==> src/rtl/stat_snap_pkg.sv <==
package stat_snap_pkg;
   localparam int unsigned DEF_PORT_W  = 2;
   localparam int unsigned DEF_CNT_W   = 20;
   localparam int unsigned DEF_UL_W    = 4;
   localparam int unsigned DEF_FRAME_W = 28;
   localparam int unsigned DEF_SYNC    = 2;

   typedef enum logic {EDGE_RISE = 1'b0, EDGE_FALL = 1'b1} edge_kind_e;
endpackage

==> src/rtl/stat_snap_sync.sv <==
module stat_snap_sync #(
   parameter int unsigned STAGES  = 2,
   parameter logic        RST_VAL = 1'b0
) (
   input  logic clk,
   input  logic rst_n,
   input  logic d,
   output logic q
);
   generate
      if (STAGES == 0) begin : g_bypass
         assign q = d;
      end else begin : g_chain
         logic [STAGES-1:0] chain_q;
         always_ff @(posedge clk or negedge rst_n) begin
            if (!rst_n) chain_q <= {STAGES{RST_VAL}};
            else if (STAGES == 1) chain_q <= d;
            else chain_q <= {chain_q[STAGES-2:0], d};
         end
         assign q = chain_q[STAGES-1];
      end
   endgenerate
endmodule

==> src/rtl/stat_snap_edge.sv <==
module stat_snap_edge
   import stat_snap_pkg::*;
#(
   parameter edge_kind_e KIND    = EDGE_RISE,
   parameter logic       RST_VAL = 1'b0
) (
   input  logic clk,
   input  logic rst_n,
   input  logic lvl,
   output logic hit
);
   logic prev_q;
   always_ff @(posedge clk or negedge rst_n) begin
      if (!rst_n) prev_q <= RST_VAL;
      else prev_q <= lvl;
   end
   generate
      if (KIND == EDGE_RISE) begin : g_rise
         assign hit = lvl & ~prev_q;
      end else begin : g_fall
         assign hit = ~lvl & prev_q;
      end
   endgenerate
endmodule

==> src/rtl/stat_snap_pack.sv <==
module stat_snap_pack #(
   parameter int unsigned PORT_W  = 2,
   parameter int unsigned CNT_W   = 20,
   parameter int unsigned UL_W    = 4,
   parameter int unsigned FRAME_W = 28
) (
   input  logic [PORT_W-1:0]  port_in,
   input  logic [CNT_W-1:0]   cnt_val,
   input  logic [UL_W-1:0]    unlock,
   output logic [FRAME_W-1:0] frame
);
   localparam int unsigned CNT_TOP = FRAME_W - 1 - PORT_W;
   localparam int unsigned UL_TOP  = CNT_TOP - CNT_W;
   localparam int unsigned PAD_W   = FRAME_W - PORT_W - CNT_W - UL_W;

   // port bit 0 leaves first, so it lands on the MSB
   for (genvar k = 0; k < PORT_W; k++) begin : g_port
      assign frame[FRAME_W-1-k] = port_in[k];
   end
   assign frame[CNT_TOP -: CNT_W] = cnt_val;
   assign frame[UL_TOP -: UL_W]   = unlock;
   generate
      if (PAD_W > 0) begin : g_pad
         assign frame[PAD_W-1:0] = '0;
      end
   endgenerate
endmodule

==> src/rtl/stat_snap_shreg.sv <==
module stat_snap_shreg #(
   parameter int unsigned W = 28
) (
   input  logic         clk,
   input  logic         rst_n,
   input  logic         load,
   input  logic         shift,
   input  logic [W-1:0] din,
   output logic [W-1:0] q
);
   always_ff @(posedge clk or negedge rst_n) begin
      if (!rst_n) q <= '0;
      else if (load) q <= din;
      else if (shift) q <= {q[W-2:0], 1'b0};
   end
endmodule

==> src/rtl/stat_snap_tx.sv <==
module stat_snap_tx
   import stat_snap_pkg::*;
#(
   parameter int unsigned PORT_W      = DEF_PORT_W,
   parameter int unsigned CNT_W       = DEF_CNT_W,
   parameter int unsigned UL_W        = DEF_UL_W,
   parameter int unsigned FRAME_W     = DEF_FRAME_W,
   parameter int unsigned SYNC_STAGES = DEF_SYNC
) (
   input  logic              clk,
   input  logic              rst_n,
   input  logic              rd_sel,
   input  logic              sclk,
   input  logic [PORT_W-1:0] port_in,
   input  logic [CNT_W-1:0]  cnt_val,
   input  logic [UL_W-1:0]   unlock,
   output logic              sdo
);
   localparam int unsigned USED_W = PORT_W + CNT_W + UL_W;

   generate
      if (USED_W > FRAME_W) begin : g_bad_w
         $error("stat_snap_tx: fields do not fit in FRAME_W");
      end
      if (FRAME_W < 2) begin : g_bad_f
         $error("stat_snap_tx: FRAME_W must be at least 2");
      end
   endgenerate

   logic sel_s, sclk_s, sel_rise, sclk_fall, active_q;
   logic [FRAME_W-1:0] frame, shreg;

   stat_snap_sync #(.STAGES(SYNC_STAGES), .RST_VAL(1'b0)) u_sync_sel (
      .clk(clk), .rst_n(rst_n), .d(rd_sel), .q(sel_s));
   stat_snap_sync #(.STAGES(SYNC_STAGES), .RST_VAL(1'b1)) u_sync_sck (
      .clk(clk), .rst_n(rst_n), .d(sclk), .q(sclk_s));

   stat_snap_edge #(.KIND(EDGE_RISE), .RST_VAL(1'b0)) u_edge_sel (
      .clk(clk), .rst_n(rst_n), .lvl(sel_s), .hit(sel_rise));
   stat_snap_edge #(.KIND(EDGE_FALL), .RST_VAL(1'b1)) u_edge_sck (
      .clk(clk), .rst_n(rst_n), .lvl(sclk_s), .hit(sclk_fall));

   stat_snap_pack #(.PORT_W(PORT_W), .CNT_W(CNT_W), .UL_W(UL_W),
                    .FRAME_W(FRAME_W)) u_pack (
      .port_in(port_in), .cnt_val(cnt_val), .unlock(unlock), .frame(frame));

   stat_snap_shreg #(.W(FRAME_W)) u_shreg (
      .clk(clk), .rst_n(rst_n), .load(sel_rise),
      .shift(sclk_fall & active_q), .din(frame), .q(shreg));

   always_ff @(posedge clk or negedge rst_n) begin
      if (!rst_n) active_q <= 1'b0;
      else active_q <= sel_s;
   end

   assign sdo = active_q ? shreg[FRAME_W-1] : 1'b1;
endmodule

==> config.mk <==
export PLATFORM = sky130hd
export DESIGN_NAME = stat_snap_tx
export DESIGN_NICKNAME = d
export VERILOG_FILES = /design/src/rtl/stat_snap_pkg.sv /design/src/rtl/stat_snap_sync.sv /design/src/rtl/stat_snap_edge.sv /design/src/rtl/stat_snap_pack.sv /design/src/rtl/stat_snap_shreg.sv /design/src/rtl/stat_snap_tx.sv
export SDC_FILE = /design/constraint.sdc
export NUM_CORES = 1
export LEC_CHECK = 0
export BUFFER_PORTS_ARGS = -buffer_cell sky130_fd_sc_hd__buf_2
export CAP_MARGIN = 20
export CELL_PAD_IN_SITES_DETAIL_PLACEMENT = 2
export CELL_PAD_IN_SITES_GLOBAL_PLACEMENT = 2
export CORE_MARGIN = 2
export CORE_UTILIZATION = 37
export DETAILED_ROUTE_END_ITERATION = 6
export HOLD_SLACK_MARGIN = 0.12
export MAX_ROUTING_LAYER = met4
export PLACE_DENSITY_LB_ADDON = 0.2
export SYNTH_ARGS = -nofsm -noshare
export SYNTH_HDL_FRONTEND = slang
export SYNTH_SLANG_ARGS = --single-unit
==> constraint.sdc <==
create_clock -name clk -period 3.8 [get_ports clk]
set_input_delay 0.57 -clock clk [delete_from_list [all_inputs] [get_ports clk]]
set_output_delay 0.57 -clock clk [all_outputs]
set_load 0.005 [all_outputs]
== Yosys cells after proc, flatten, opt, wreduce, memory -nomap -nowiden ==
Cells that the tools add are included.
Cells by class
  mux-type cells: 3
  bitwise logic cells: 5
  reductions and logical operators: 1
Operator list (number)
  28-bit 2-to-1 mux: 2
  1-bit AND: 3
  1-bit inverter: 2
  2-bit nonzero test: 1
  1-bit 2-to-1 mux: 1
Word-level totals
  register bits: 34
  bits of input ports: 30
  output and inout bits: 1
  word-level logic and storage cells: 14

== Longest topological paths before layout ==
  depth after elaboration: 5
  depth in mapped cells: 7
  gate-level depth less buffers: 3

== Cells and area by module ==
Synthesis repeated with hierarchy kept, for this count alone.
Unflattened totals
  cell total of the unflattened synthesis: 161
  area, all modules: 1736.7 sq um
By module, submodules not included
  stat_snap_shreg: instances 1, cells each 121, area each 1303.8 sq um, seq. area each 700.7 sq um
  stat_snap_pack: instances 1, cells each 29, area each 214.0 sq um, seq. area each 0.0 sq um
  stat_snap_sync at u_sync_sck: instances 1, cells each 2, area each 52.6 sq um, seq. area each 52.6 sq um
  stat_snap_sync at u_sync_sel: instances 1, cells each 2, area each 50.0 sq um, seq. area each 50.0 sq um
  stat_snap_edge at u_edge_sck: instances 1, cells each 2, area each 40.0 sq um, seq. area each 26.3 sq um
  stat_snap_edge at u_edge_sel: instances 1, cells each 2, area each 38.8 sq um, seq. area each 25.0 sq um
  stat_snap_tx: instances 1, cells each 3, area each 37.5 sq um, seq. area each 25.0 sq um

== Worst setup path after synthesis ==
Ideal clock, no wire load.
  kind: flip-flop to flip-flop
  start: register u_sync_sel.g_chain.chain_q[1]
  end: register u_shreg.q[10]
  setup time: 0.123 ns
  data arrival time: 1.212 ns
  required time: 3.677 ns
  path slack: 2.465 ns
  cell stages (with the launch flop): 7
  buffers on the path: 3
  period minus slack after synthesis: 1.335 ns
  cells stage by stage: dfrtp_1 -> nor2b_2 -> buf_6 -> nand2b_4 -> buf_6 -> buf_6 -> o221a_1
On the way
  longest elaborated chain between the ends: 2
  elaborated cells between the ends (all ways): 3
  those cells by class: 1 x mux; 1 x bitwise; 1 x reduce/logical
RTL lines
  start: declaration: line stat_snap_sync.sv:14  | logic [STAGES-1:0] chain_q;
  start signal: assignment: line stat_snap_sync.sv:16  | if (!rst_n) chain_q <= {STAGES{RST_VAL}};
  start signal: assignment: line stat_snap_sync.sv:18  | else chain_q <= {chain_q[STAGES-2:0], d};
  1-bit AND (*): line stat_snap_edge.sv:19  | assign hit = lvl & ~prev_q;
  28-bit 2-to-1 mux or 2-bit nonzero test (tied branches)
  end signal: assignment: line stat_snap_shreg.sv:13  | else if (load) q <= din;
  end signal: assignment: line stat_snap_shreg.sv:14  | else if (shift) q <= {q[W-2:0], 1'b0};
  end: declaration: line stat_snap_shreg.sv:9  | output logic [W-1:0] q
Every way passes the cells marked *; elsewhere a longest branch is shown, timed or not.
A chain may end at the register's enable or synchronous reset.

== Worst setup path after layout ==
  start: register u_edge_sel.prev_q
  end: register u_shreg.q[15]
On the way
  longest elaborated chain between the ends: 3
  elaborated cells between the ends (all ways): 5
  those cells by class: 1 x mux; 3 x bitwise; 1 x reduce/logical
RTL lines
  start: declaration: line stat_snap_edge.sv:12  | logic prev_q;
  start signal: assignment: line stat_snap_edge.sv:15  | else prev_q <= lvl;
  1-bit inverter: line stat_snap_edge.sv:19
  1-bit AND: line stat_snap_edge.sv:19
  28-bit 2-to-1 mux or 2-bit nonzero test (tied branches)
Several ways; a longest one is shown, not always the timed one.

==> results.md <==
- Outcome: finished clean
- Area grow syn2layout: 17.3%
- Setup total negative slack: 0 ps
- WP buf/inv: 0
- CTS tree: done
- CTS Buf Count: 5
- Kind of critical path: reg2reg
- Data arrival time of the critical path: 2460 ps
- Hold_buf cts: 0
- Number of synthesized flops with an enable pin: 0
- Avg WL per Cell: 17.5 um
- Period utilization: 0.591
- Worst min path class: in2async
- Synth Net Count: 145
- Fmax: 445 MHz
- Final hold vios: 0
- Peak supply drop: 0.000200 V
- Mapped Cells: 115
- Max-slew headroom: 0.400
- Critical path peak fanout: 20
- Cell accounting for the most synthesized area: dfrtp_1
- Vias/cell: 5.42
- Area contributors post-synth: dfrtp_1 (51%), nand2b_1 (8.4%), o221a_1 (8.0%)
- Unrepaired setup endpoints after global routing: no
- Synth Flop Type: dfrtp_1
- Seq/Total Area, Yosys: 0.568
- Io pins: 31
- Max-slew violations: 0
- Post-CTS Setup Inserts: 0
- Full die area: 4340 um^2
- Worst Setup End Kind: flip-flop
- Global-route wire length before repair: 5.53 mm
- Post-Route Utilization: 0.454
- CP peak stage delay: 720 ps
- Minimum clock period: 2250 ps
- Synth Warn #: 0
- Vias post-DR: 1046
- Buffers on Ports: 30
- Clk_skew: 3.59 ps
- Worst EP required: 4020 ps
- Worst path cell trace: nand3b_1, nand2b_4, o221a_1
- Mapped Area: 1420 um^2
- LEAKAGE: 0.000696 uW
- Root buf cell: clkbuf_8
- Clock latency on the worst-skew pair: 280 ps
- Clock Tree Buf Depth: 2
- Slew @ Worst Pin: 897 ps
- Die span in y: 65.9 um
- Area share of the largest cell type after synthesis: 0.512
- Remaining global-route overflow: 0
- Delay-heaviest family, CP: simple AND/OR/NAND/NOR gates
- Worst slack, placed: 1600 ps
- HPWL reported at the end of detailed placement: 2.34 mm
- Final worst setup slack: 1550 ps
- Most frequent cell after synthesis: dfrtp_1
- Clk pin slew, worst setup/hold paths: 70 ps
- PwrDens: 486 nW/um^2
- ANT cells: 0
- Nets: 174
- Core Area: 3660 um^2
- Clock sink count: 32
- H-tree depth: 2
- CP max-delay cell: nand3b_1
- Starting Density: 0.387
- Die Wd: 65.9 um
- FF+latch count, synth: 32
- DRT iter0 DRCs: 56
- Antenna violations before repair: 0
- Total track usage: 0.183
- Number of global-route vias before repair: 1132
- Placement row count: 22
- Drt first pass iters: 4
- Largest net degree at the start of global routing: 33
- Detail Route Antenna Nets: 0
- Startpoint types: flip-flop
- Async S/R FF share, synth: 1.00
- CTS resizes: 0
- Syn_area_per_cell: 12.3 um^2
- Share of post-route cells with drive strength above 1: 0.352
- GP Congestion: 0.697
- Setup violators final: 0
- Total Wirelength: 3.37 mm
- Unique masters post-synth: 19
- Top cells by count, synth: dfrtp_1 (29), nand2b_1 (19), nand3_1 (14), o221a_1 (10), nand2_1 (9)
- MaxCap Viol Count: 0
- DRC viols: 0
-- cell families (layout without fill, tap and decap cells) --
family / count (synthesis) / in the layout / synth area share
buffers and inverters: 9 / 39 / 0.0512
AOI/OAI and AO/OA: 26 / 26 / 0.190
and+or+nand+nor: 48 / 48 / 0.191
DFF: 32 / 32 / 0.568
-- final timing paths --
path,start,to,slack [ps],cells past startpoint
max,u_edge_sel.prev_q$_DFF_PN0_,u_shreg.q[15]$_DFFE_PN0P_,1550,3
min,rst_n,u_sync_sel.g_chain.chain_q[0]$_DFF_PN0_,340,1
max reg2reg,u_edge_sel.prev_q$_DFF_PN0_,u_shreg.q[15]$_DFFE_PN0P_,1550,3
min reg2reg,u_sync_sel.g_chain.chain_q[0]$_DFF_PN0_,u_sync_sel.g_chain.chain_q[1]$_DFF_PN0_,360,0
max in group asynchronous,rst_n,u_shreg.q[21]$_DFFE_PN0P_,3000,1
min in group clk,u_sync_sel.g_chain.chain_q[0]$_DFF_PN0_,u_sync_sel.g_chain.chain_q[1]$_DFF_PN0_,360,0
-- flip-flops by register name, summed over array words and instances, names as in the netlist --
signal / count
u_edge_sel.prev_q: 1
u_edge_sck.prev_q: 1
u_sync_sck.g_chain.chain_q: 2
u_shreg.q: 26
u_sync_sel.g_chain.chain_q: 2
-- cell usage in the layout (no fill, tap or decap), drive strengths merged --
cell	netlist	routed
nand3b	1	1
nor2b	2	2
dfstp	3	3
nor2	1	1
o221a	18	18
buf	7	31
clkbuf	2	8
or2b	1	1
o21ai	1	1
nand3	14	14
dfrtp	29	29
nand2	9	9
nand2b	20	20
a32oi	7	7
-- stage by stage --
step	total power, uW	std cells	area [um^2]	hold slack (ps)
after CTS	824	193	1660	359
after detailed placement	528	185	1560	341
after global routing	853	193	1660	365
after floorplan	487	115	1420	274
after global placement	518	185	1560	340
final	808	193	1660	335
-- worst reg2reg max path: cells and delay by family (launching register included) --
family           cells  cell delay, ps
AND/OR/NAND/NOR      2            1220
flip-flops           1             710
AO/OA/AOI/OAI        1             250
-- per-layer routing --
metal,track usage,share of wire,vias up
met2,0.298,0.51,21
met3,0.0562,0.038,6
met4,0.0703,0.015,0
met1,0.213,0.44,531
met5,-,0,-
li1,-,-,488
-- power by group --
part	leakage, uW	internal (uW)	switching (uW)
registers	0.000364	388	34.6
clock network	0.0000515	165	123
logic	0.000280	53.8	43.2
total	0.000696	607	200
-- layout make-up --
type	count	area (um^2)
sequential	32	805
fill	397	2000
clock buffer	8	100
timing repair buffer	31	158
tap	48	60.1
multi-input combinational	74	539
(Power assumes the default switching activity.)
